$ cat src/rtl/cfi_pkg.sv
package cfi_pkg;
   // How the target mask is applied to an instruction tag
   typedef enum logic {
      MATCH_ALL = 1'b0,
      MATCH_ANY = 1'b1
   } match_e;
endpackage

$ cat src/rtl/cfi_tag_match.sv
module cfi_tag_match #(
   parameter int unsigned        TAG_W       = 4,
   parameter logic [TAG_W-1:0]   TARGET_MASK = 1,
   parameter cfi_pkg::match_e    MATCH       = cfi_pkg::MATCH_ALL
) (
   input  logic [TAG_W-1:0] tag_i,
   output logic             is_tgt_o
);
   localparam logic [TAG_W-1:0] MASK = TARGET_MASK;

   if (TAG_W < 1) begin : g_bad_width
      $error("cfi_tag_match: TAG_W must be at least 1");
   end
   if (TARGET_MASK == '0) begin : g_bad_mask
      $error("cfi_tag_match: TARGET_MASK must select at least one bit");
   end

   logic [TAG_W-1:0] sel;
   assign sel = tag_i & MASK;

   if (MATCH == cfi_pkg::MATCH_ALL) begin : g_all
      assign is_tgt_o = (sel == MASK);
   end else begin : g_any
      assign is_tgt_o = |sel;
   end
endmodule

$ cat src/rtl/cfi_jump_state.sv
module cfi_jump_state (
   input  logic clk,
   input  logic rst_n,
   input  logic step_i,
   input  logic xfer_i,
   input  logic clr_i,
   output logic jump_o
);
   logic jump_q;

   always_ff @(posedge clk) begin
      if (!rst_n)      jump_q <= 1'b0;
      else if (clr_i)  jump_q <= 1'b0;
      else if (step_i) jump_q <= xfer_i;
   end

   assign jump_o = jump_q;

   // no step and no clear keeps the pending bit
   a_r6_hold_on_bubble : assert property (@(posedge clk) disable iff (!rst_n)
      (!step_i && !clr_i) |=> $stable(jump_q));
   // an accepted transfer always leaves the bit set
   a_r7_xfer_sets : assert property (@(posedge clk) disable iff (!rst_n)
      (step_i && xfer_i && !clr_i) |=> jump_q);
endmodule

$ cat src/rtl/cfi_fault_latch.sv
module cfi_fault_latch #(
   parameter int unsigned PC_W = 32
) (
   input  logic            clk,
   input  logic            rst_n,
   input  logic            trip_i,
   input  logic            ack_i,
   input  logic [PC_W-1:0] pc_i,
   output logic            lock_o,
   output logic            pulse_o,
   output logic [PC_W-1:0] pc_o
);
   if (PC_W < 2) begin : g_bad_pc
      $error("cfi_fault_latch: PC_W too small");
   end

   logic            lock_q;
   logic            pulse_q;
   logic [PC_W-1:0] pc_q;

   always_ff @(posedge clk) begin
      if (!rst_n) begin
         lock_q  <= 1'b0;
         pulse_q <= 1'b0;
         pc_q    <= '0;
      end else begin
         pulse_q <= trip_i;
         if (lock_q && ack_i) begin
            lock_q <= 1'b0;
         end else if (trip_i) begin
            lock_q <= 1'b1;
            pc_q   <= pc_i;
         end
      end
   end

   assign lock_o  = lock_q;
   assign pulse_o = pulse_q;
   assign pc_o    = pc_q;

   // the interrupt pulse is one cycle wide
   a_r3_single_pulse : assert property (@(posedge clk) disable iff (!rst_n)
      pulse_q |=> !pulse_q);
   // no new trip while a fault is latched
   a_r5_no_retrip : assert property (@(posedge clk) disable iff (!rst_n)
      lock_q |-> !trip_i);
   // captured address holds until acknowledged
   a_r4_pc_held : assert property (@(posedge clk) disable iff (!rst_n)
      (lock_q && !ack_i) |=> (lock_q && $stable(pc_q)));
endmodule

$ cat src/rtl/cfi_target_guard.sv
module cfi_target_guard #(
   parameter int unsigned        PC_W        = 32,
   parameter int unsigned        TAG_W       = 4,
   parameter logic [TAG_W-1:0]   TARGET_MASK = 1,
   parameter cfi_pkg::match_e    MATCH       = cfi_pkg::MATCH_ALL
) (
   input  logic             clk,
   input  logic             rst_n,
   input  logic             ins_valid_i,
   input  logic             ins_xfer_i,
   input  logic [TAG_W-1:0] ins_tag_i,
   input  logic [PC_W-1:0]  ins_pc_i,
   input  logic             ack_i,
   output logic             stall_o,
   output logic             viol_o,
   output logic [PC_W-1:0]  fault_pc_o
);
   logic is_tgt;
   logic jump_q;
   logic lock_q;
   logic bad;
   logic step;
   logic clr;

   cfi_tag_match #(
      .TAG_W      (TAG_W),
      .TARGET_MASK(TARGET_MASK),
      .MATCH      (MATCH)
   ) u_match (
      .tag_i   (ins_tag_i),
      .is_tgt_o(is_tgt)
   );

   // An instruction is checked only while unlocked
   assign bad  = ins_valid_i && !lock_q && jump_q && !is_tgt;
   assign step = ins_valid_i && !lock_q && !bad;
   assign clr  = ack_i && lock_q;

   cfi_jump_state u_state (
      .clk   (clk),
      .rst_n (rst_n),
      .step_i(step),
      .xfer_i(ins_xfer_i),
      .clr_i (clr),
      .jump_o(jump_q)
   );

   cfi_fault_latch #(.PC_W(PC_W)) u_fault (
      .clk    (clk),
      .rst_n  (rst_n),
      .trip_i (bad),
      .ack_i  (ack_i),
      .pc_i   (ins_pc_i),
      .lock_o (lock_q),
      .pulse_o(viol_o),
      .pc_o   (fault_pc_o)
   );

   assign stall_o = lock_q || bad;

   // a fresh block is followed by the pulse and the captured address
   a_r3_block_then_pulse : assert property (@(posedge clk) disable iff (!rst_n)
      (stall_o && !lock_q) |=> (viol_o && fault_pc_o == $past(ins_pc_i)));
   // after acknowledge the pending bit is gone
   a_r5_ack_clears : assert property (@(posedge clk) disable iff (!rst_n)
      (lock_q && ack_i) |=> (!jump_q && !lock_q));
   // with nothing pending an instruction is never blocked fresh
   a_r8_idle_no_block : assert property (@(posedge clk) disable iff (!rst_n)
      (!jump_q && !lock_q) |-> !stall_o);
endmodule

$ cat config.mk
export PLATFORM = sky130hd
export DESIGN_NAME = cfi_target_guard
export DESIGN_NICKNAME = d
export VERILOG_FILES = /design/src/rtl/cfi_pkg.sv /design/src/rtl/cfi_tag_match.sv /design/src/rtl/cfi_jump_state.sv /design/src/rtl/cfi_fault_latch.sv /design/src/rtl/cfi_target_guard.sv
export SDC_FILE = /design/constraint.sdc
export NUM_CORES = 1
export LEC_CHECK = 0
export BUFFER_PORTS_ARGS = -buffer_cell sky130_fd_sc_hd__buf_2
export CAP_MARGIN = 10
export CORE_UTILIZATION = 30
export DETAILED_ROUTE_END_ITERATION = 10
export GPL_TIMING_DRIVEN = 0
export SYNTH_ARGS = -nofsm -noshare
export SYNTH_HDL_FRONTEND = slang
export SYNTH_SLANG_ARGS = --single-unit
$ cat constraint.sdc
create_clock -name clk -period 3 [get_ports clk]
set_input_delay 0 -clock clk [delete_from_list [all_inputs] [get_ports clk]]
set_output_delay 0 -clock clk [all_outputs]
set_load 0.005 [all_outputs]
Yosys cells after proc, flatten, opt, wreduce, memory -nomap -nowiden. Cells that the tools add are included.

Reductions and logical operators: 11. Bitwise logic cells: 2.

Operators with widths (count): $logic_and A1 B1 Y1 (5); $logic_not A1 Y1 (3); $not A1 Y1 (2); $reduce_and A2 Y1 (1); $reduce_or A2 Y1 (1); $logic_or A1 B1 Y1 (1).

Logic and storage cells: 17. Input port bits: 41. Flip-flop bits (word level): 35.

Logic depth before layout (Yosys ltp). Gate-level depths: netlist (run 1).

Depth after elaboration: 6. Mapped depth: 4.

Modules after synthesis. A second synthesis (run 1) with hierarchy kept.

Cell total of the unflattened synthesis: 153. Area total of the unflattened synthesis: 1457.6 um^2.

By module, submodules not included: cfi_fault_latch (cells each 144, seq. area each 680.7 um^2, times used 1, area an instance 1357.6 um^2); cfi_target_guard (cells each 5, seq. area each 0.0 um^2, times used 1, area an instance 50.0 um^2); cfi_jump_state (cells each 3, seq. area each 20.0 um^2, times used 1, area an instance 42.5 um^2); cfi_tag_match (cells each 1, seq. area each 0.0 um^2, times used 1, area an instance 7.5 um^2).

Least setup slack after synthesis (run 1). No wires, ideal clock.

Path type: register -> register. Start point: register u_fault.lock_q (netlist: u_fault.lock_o). End point: register u_fault.pc_q[0] (netlist: u_fault.pc_o[0]). Cell stages (with the launch flop): 5. Arrival time: 1.018 ns. Path slack: 1.911 ns. Cells stage by stage: dfxtp_1 > and4bb_1 > buf_6 > buf_12 > mux2i_1.

Cells in the longest elaborated chain, start to end: 5.

RTL lines: start: declaration (RTL line cfi_fault_latch.sv:17) `logic lock_q;`; start signal: assignment (RTL line cfi_fault_latch.sv:23) `lock_q <= 1'b0;`; start signal: assignment (RTL line cfi_fault_latch.sv:29) `lock_q <= 1'b0;`; start signal: assignment (RTL line cfi_fault_latch.sv:31) `lock_q <= 1'b1;`; $logic_not A1 Y1 (RTL line cfi_target_guard.sv:35) `assign bad = ins_valid_i && !lock_q && jump_q && !is_tgt;`; $logic_and A1 B1 Y1 (3 in a row) (RTL line cfi_target_guard.sv:35); $reduce_and A2 Y1 (no source line) *; end signal: assignment (RTL line cfi_fault_latch.sv:32) `pc_q <= pc_i;`; end: declaration (RTL line cfi_fault_latch.sv:19) `logic [PC_W-1:0] pc_q;`.

Every way passes the cells marked *; elsewhere a longest branch is shown, timed or not. A chain may end at the register's enable or synchronous reset.

Final worst setup path (run 1).
Start point: register u_fault.lock_q (netlist: u_fault.lock_o). End point: output stall_o.

Cells in the longest elaborated chain, start to end: 5.

RTL lines: $logic_not A1 Y1 (RTL line cfi_target_guard.sv:35); $logic_and A1 B1 Y1 (3 in a row) (RTL line cfi_target_guard.sv:35); $logic_or A1 B1 Y1 * (RTL line cfi_target_guard.sv:59) `assign stall_o = lock_q || bad;`; end: declaration (RTL line cfi_target_guard.sv:14) `output logic stall_o,`.

Marks and branches as above.

==> flow_metrics.env, run 1 <==
export IMPL_cp_top_family="simple AND/OR/NAND/NOR gates"
export IMPL_synth_top_family_by_area="multiplexers"
export IMPL_io_pins=75
export IMPL_final_area_mm2=0.00227
export IMPL_max_slew_margin_pct=71.6
export IMPL_avgSynthCellArea_um2=9.52
export IMPL_wire_per_inst_um=11.1
export IMPL_max_freq_mhz=736
export IMPL_gp_congestion=0.780
export IMPL_hold_viol=0
export IMPL_die_area_mm2=0.00507
export IMPL_fin_cells=315
export IMPL_leakagePower_nw=1.06
export IMPL_postPlaceCellArea_mm2=0.00186
export IMPL_min_path_type="in2reg"
export IMPL_synthSimpleGateAreaFrac_pct=20.5
export IMPL_yosysWarningCount=0
export IMPL_start_util_pct=32.1
export IMPL_crit_end="stall_o"
export IMPL_cts_inserted_buffers=5
export IMPL_clkTransAtPathRegs_ns=0.07
export IMPL_fin_tns_setup_ns=0
export IMPL_first_iter_violations=43
export IMPL_crit_path_end_kind="output pin"
export IMPL_critical_path_slowest_cell="dfxtp_1"
export IMPL_ir_drop_uv=208
export IMPL_r2r_slack_ns=1.80
export IMPL_cp_num_cells=4
export IMPL_die_w_um=71.2
export IMPL_crit_path_start_kind="flop"
export IMPL_cts_resized=0
export IMPL_vias=1360
export IMPL_place_inst=274
export IMPL_grt_max_degree=11
export IMPL_worst_pin_slew_ns=0.426
export IMPL_firstDrtPassIters=6
export IMPL_yosysUniqueCellTypes=14
export IMPL_synth_compound_area_share_pct=1.31
export IMPL_critical_path_buf_inv_count=2
export IMPL_grt_pass1_vias=1333
export IMPL_violations="design-rule violations"
export IMPL_numClockSinks=35
export IMPL_ys_seq_area_share_pct=48.7
export IMPL_syn_num_nets=192
export IMPL_post_cts_setup_buffer_count=0
export IMPL_final_layout_size_suffix_gt1_share_pct=33.5
export IMPL_routed_wl_um=3500
export IMPL_post_route_util_pct=50.7
export IMPL_yosysTopAreaCellShare_pct=48.7
export IMPL_area_growth_pct=57.9
export IMPL_cts_root_buf="clkbuf_8"
export IMPL_fin_crit_sh_pct=45.3
export IMPL_pre_cts_slack_ns=1.80
export IMPL_rsz0062_at_grt="no"
export IMPL_antenna_found_initial=0
export IMPL_io_buffers=71
export IMPL_synth_area_leaders="dfxtp_1 49%, mux2i_1 22%, nand2_1 17%"
export IMPL_synth_xor_area_share_pct=0
export IMPL_nets=303
export IMPL_cap_violations=0
export IMPL_synthAdderAreaFrac_pct=0
export IMPL_cts_buffer_depth=2
export IMPL_skew_ns=0.00715
export IMPL_cts_hold_buf=33
export IMPL_worst_ep_required_time_ns=3.00
export IMPL_mostFrequentLayoutCells="76 x buf_2, 65 x nand2_1, 35 x dfxtp_1"
export IMPL_core_region_area_mm2=0.00447
export IMPL_grt_pass1_wl_um=5780
export IMPL_critPathMaxStageDelay_ns=0.39
export IMPL_rows=24
export IMPL_die_h_um=71.2
export IMPL_insertion_delay_ns=0.28
export IMPL_antenna_left=0
export IMPL_tritoncts="built"
export IMPL_period_minus_slack_ns=1.36
export IMPL_critPathMaxFanout=8
export IMPL_drc=5
export IMPL_diodes=0
export IMPL_grtUsageTotal_pct=14.7
export IMPL_fin_hold_ws_ns=0.0670
export IMPL_timing_final_ws_setup_ns=1.64
export IMPL_ys_seq_elements=35
export IMPL_finalSetupViolations=0
export IMPL_r2r_cells=4
export IMPL_grt_ovfl_total=0
export IMPL_finalPower_mw=0.921
export IMPL_critPathArrivalTime_ns=1.36
export IMPL_viasPerCell=4.32
export IMPL_yosysTopAreaCell="dfxtp_1"
export IMPL_synth_mux_area_share_pct=22.3
export IMPL_final_common_cell="buf_2"
export IMPL_regToRegEndpoint="u_fault.pc_o[6]$_SDFFE_PN0P_"
export IMPL_synth_area_mm2=0.00144
export IMPL_dp_hpwl_um=2290
export IMPL_outcome="complete, but fails checks"
export IMPL_p_per_area_mw_per_mm2=406
export IMPL_htree_levels=2
export IMPL_path_class="reg2out"
export IMPL_path_cells="and4bb_1, buf_6, or2_1, buf_2"
export IMPL_worstReg2RegStart="u_fault.lock_o$_SDFFE_PP0P_"
export IMPL_synthCells=151
export IMPL_cp_startpoint="u_fault.lock_o$_SDFFE_PP0P_"
export IMPL_slew_violations=0
==> worst register-to-register path, delay by kind of cell, from the launching register on <==
family                 cells  cell delay (ns)
flip-flops                 1             0.34
buffers and inverters      2             0.31
AND/OR/NAND/NOR            1             0.27
multiplexers               1             0.19
==> cells by family (layout without fill, tap and decap cells) <==
family	count (synthesis)	after routing
AO/OA/AOI/OAI	2	2
buffers and inverters	11	123
flip-flops	35	35
multiplexers	32	32
AND/OR/NAND/NOR	71	71
==> layer usage <==
layer / share of wire (%) / track usage [%] / up-vias
met5: 0 / 0 / -
met4: 1.3 / 5.33 / 0
met3: 5.5 / 3.94 / 4
met2: 47 / 25.7 / 45
met1: 46 / 17.2 / 599
li1: - / - / 712
==> synth_stat cells <==
master	n
buf_2	5
buf_12	3
o211a_1	1
or2_1	1
buf_6	1
and4b_2	1
and2_1	2
clkbuf_1	2
nand3b_1	1
nand2_1	65
mux2i_1	32
and4bb_1	1
a31o_2	1
dfxtp_1	35
==> state kept, by name (all words and copies together), names as in the netlist <==
register         flops
u_fault.lock_o       1
u_fault.pc_o        32
u_fault.pulse_o      1
u_state.jump_o       1
==> power breakdown <==
group          switching, mW  internal (mW)  leakage, nW  total, mW
sequential           0.00467          0.475        0.283      0.480
clock                  0.156          0.163       0.0422      0.319
combinational         0.0485         0.0746        0.733      0.123
==> worst min path at each step <==
stage,start,endpoint,slack (ns),cells after the start
finish,ins_tag_i[0],u_state.jump_o$_SDFFE_PP0P_,0.07,3
global route,ins_tag_i[0],u_state.jump_o$_SDFFE_PP0P_,0.05,3
CTS,ins_tag_i[0],u_state.jump_o$_SDFFE_PP0P_,0.05,3
detailed placement,ins_pc_i[4],u_fault.pc_o[4]$_SDFFE_PN0P_,0.26,3
global placement,ins_pc_i[31],u_fault.pc_o[31]$_SDFFE_PN0P_,0.25,3
floorplan,ins_pc_i[0],u_fault.pc_o[0]$_SDFFE_PN0P_,0.14,2
==> area by class of cell <==
class / instances / area (um2)
Fill cell: 440 / 2200
Sequential cell: 35 / 701
Timing Repair Buffer: 104 / 686
Multi-Input combinational cell: 105 / 633
Buffer: 11 / 104
Clock buffer: 7 / 76.3
Tap cell: 52 / 65.1
Clock inverter: 1 / 5.00
(Power assumes the default switching activity.)
==> run 2, diff against run 1 <==
==> constraint.sdc (replaced) <==
create_clock -name clk -period 1.4 [get_ports clk]
set_input_delay 0 -clock clk [delete_from_list [all_inputs] [get_ports clk]]
set_output_delay 0 -clock clk [all_outputs]
set_load 0.005 [all_outputs]
==> flow_metrics.env, run 2 (synthesis results as in run 1) <==
export IMPL_outcome="complete, but fails checks"
export IMPL_violations="design-rule violations"
export IMPL_max_slew_margin_pct=71.6
export IMPL_period_minus_slack_ns=1.31
export IMPL_slew_violations=0
export IMPL_hold_viol=0
export IMPL_start_util_pct=32.1
export IMPL_mostFrequentLayoutCells="76 x buf_2, 65 x nand2_1, 34 x dfxtp_1"
export IMPL_worst_ep_required_time_ns=1.40
export IMPL_cts_buffer_depth=2
export IMPL_worst_pin_slew_ns=0.426
export IMPL_antenna_left=0
export IMPL_nets=303
export IMPL_antenna_found_initial=0
export IMPL_place_inst=274
export IMPL_max_freq_mhz=761
export IMPL_viasPerCell=4.32
export IMPL_path_class="reg2out"
export IMPL_first_iter_violations=43
export IMPL_io_buffers=71
export IMPL_grt_ovfl_total=0
export IMPL_fin_cells=315
export IMPL_crit_path_start_kind="flop"
export IMPL_finalSetupViolations=0
export IMPL_die_h_um=71.2
export IMPL_grtUsageTotal_pct=14.7
export IMPL_cts_root_buf="clkbuf_8"
export IMPL_min_path_type="in2reg"
export IMPL_cts_inserted_buffers=5
export IMPL_critPathArrivalTime_ns=1.31
export IMPL_drc=5
export IMPL_firstDrtPassIters=7
export IMPL_path_cells="and4bb_1, buf_6, or2_1, buf_2"
export IMPL_critPathMaxFanout=8
export IMPL_grt_pass1_vias=1333
export IMPL_p_per_area_mw_per_mm2=869
export IMPL_largest_reg_flops=32
export IMPL_area_growth_pct=58.0
export IMPL_io_pins=75
export IMPL_ir_drop_uv=446
export IMPL_insertion_delay_ns=0.28
export IMPL_crit_path_end_kind="output pin"
export IMPL_routed_wl_um=3500
export IMPL_gp_congestion=0.780
export IMPL_die_w_um=71.2
export IMPL_grt_max_degree=11
export IMPL_final_layout_size_suffix_gt1_share_pct=33.8
export IMPL_htree_levels=2
export IMPL_dp_hpwl_um=2290
export IMPL_final_common_cell="buf_2"
export IMPL_skew_ns=0.00709
export IMPL_fin_tns_setup_ns=0
export IMPL_critical_path_slowest_cell="dfxtp_2"
export IMPL_numClockSinks=35
export IMPL_critPathMaxStageDelay_ns=0.36
export IMPL_leakagePower_nw=1.06
export IMPL_core_region_area_mm2=0.00447
export IMPL_tritoncts="built"
export IMPL_die_area_mm2=0.00507
export IMPL_rsz0062_at_grt="no"
export IMPL_fill_cells=439
export IMPL_clkTransAtPathRegs_ns=0.07
export IMPL_rows=24
export IMPL_diodes=0
export IMPL_fin_crit_sh_pct=93.9
export IMPL_vias=1360
export IMPL_wire_per_inst_um=11.1
export IMPL_cap_violations=0
export IMPL_grt_pass1_wl_um=5780
run 2: cell count changes in the layout (fill, tap and decap cells not counted):
cell	previous run	this run
dfxtp_1	35	34
dfxtp_2	0	1
run 2: path summary, 6_finish.rpt:
check | slack (ns) | to | cells past startpoint | startpoint
setup / recovery | 0.09 | stall_o | 4 | u_fault.lock_o$_SDFFE_PP0P_
hold / removal | 0.07 | u_state.jump_o$_SDFFE_PP0P_ | 3 | ins_tag_i[0]
setup reg to reg | 0.22 | u_fault.pc_o[6]$_SDFFE_PN0P_ | 4 | u_fault.lock_o$_SDFFE_PP0P_
hold reg to reg | 0.45 | u_fault.pc_o[7]$_SDFFE_PN0P_ | 2 | u_fault.pc_o[7]$_SDFFE_PN0P_
run 2: layout make-up:
type                            instances  area [um2]  share of cell area (%)
Sequential cell                        35         702                    30.9
Timing Repair Buffer                  104         686                    30.2
Multi-Input combinational cell        105         633                    27.9
Buffer                                 11         104                    4.57
Clock buffer                            7        76.3                    3.36
Tap cell                               52        65.1                    2.87
Clock inverter                          1        5.00                   0.220
run 2: what timing repair did:
action | in CTS | in global routing
endpoints found under the setup margin | 0 | 1
hold buffers | 33 | 0
hold endpoints to repair | 33 | 0
gates resized for setup | 0 | 1
setup buffers | 0 | 0
run 2: where the power goes:
| group | switching [mW] | internal, mW | leakage, nW |
|---|---|---|---|
| combinational | 0.104 | 0.160 | 0.733 |
| clock | 0.334 | 0.349 | 0.0422 |
| sequential | 0.0100 | 1.02 | 0.283 |
run 2: through the flow:
| step | hold slack, ns | power, mW | setup WS (ns) | area, um2 | utilization, % |
|---|---|---|---|---|---|
| floorplan | 0.142 | 1.15 | 0.311 | 1440 | - |
| finish | 0.0664 | 1.97 | 0.0853 | 2270 | 50.8 |
| CTS | 0.0480 | 2.02 | 0.0154 | 2270 | 50.7 |
| detailed placement | 0.258 | 1.24 | 0.203 | 1860 | 41.5 |
| global route | 0.0458 | 2.09 | 0.0224 | 2270 | 50.8 |
| global placement | 0.248 | 1.24 | 0.222 | 1860 | 41.5 |
run 2: per-layer routing:
layer | share of wire [%] | up-vias | GRT usage, %
met5 | 0 | - | 0
met4 | 1.3 | 0 | 5.33
met3 | 5.3 | 4 | 3.94
met2 | 47 | 45 | 25.7
met1 | 46 | 599 | 17.2
li1 | - | 712 | -
run 2: worst max-delay path, delay by kind of cell (launching register included):
kind,cells,cell delay (ns)
buf+inv,2,0.28
flops,1,0.36
simple gates,2,0.39
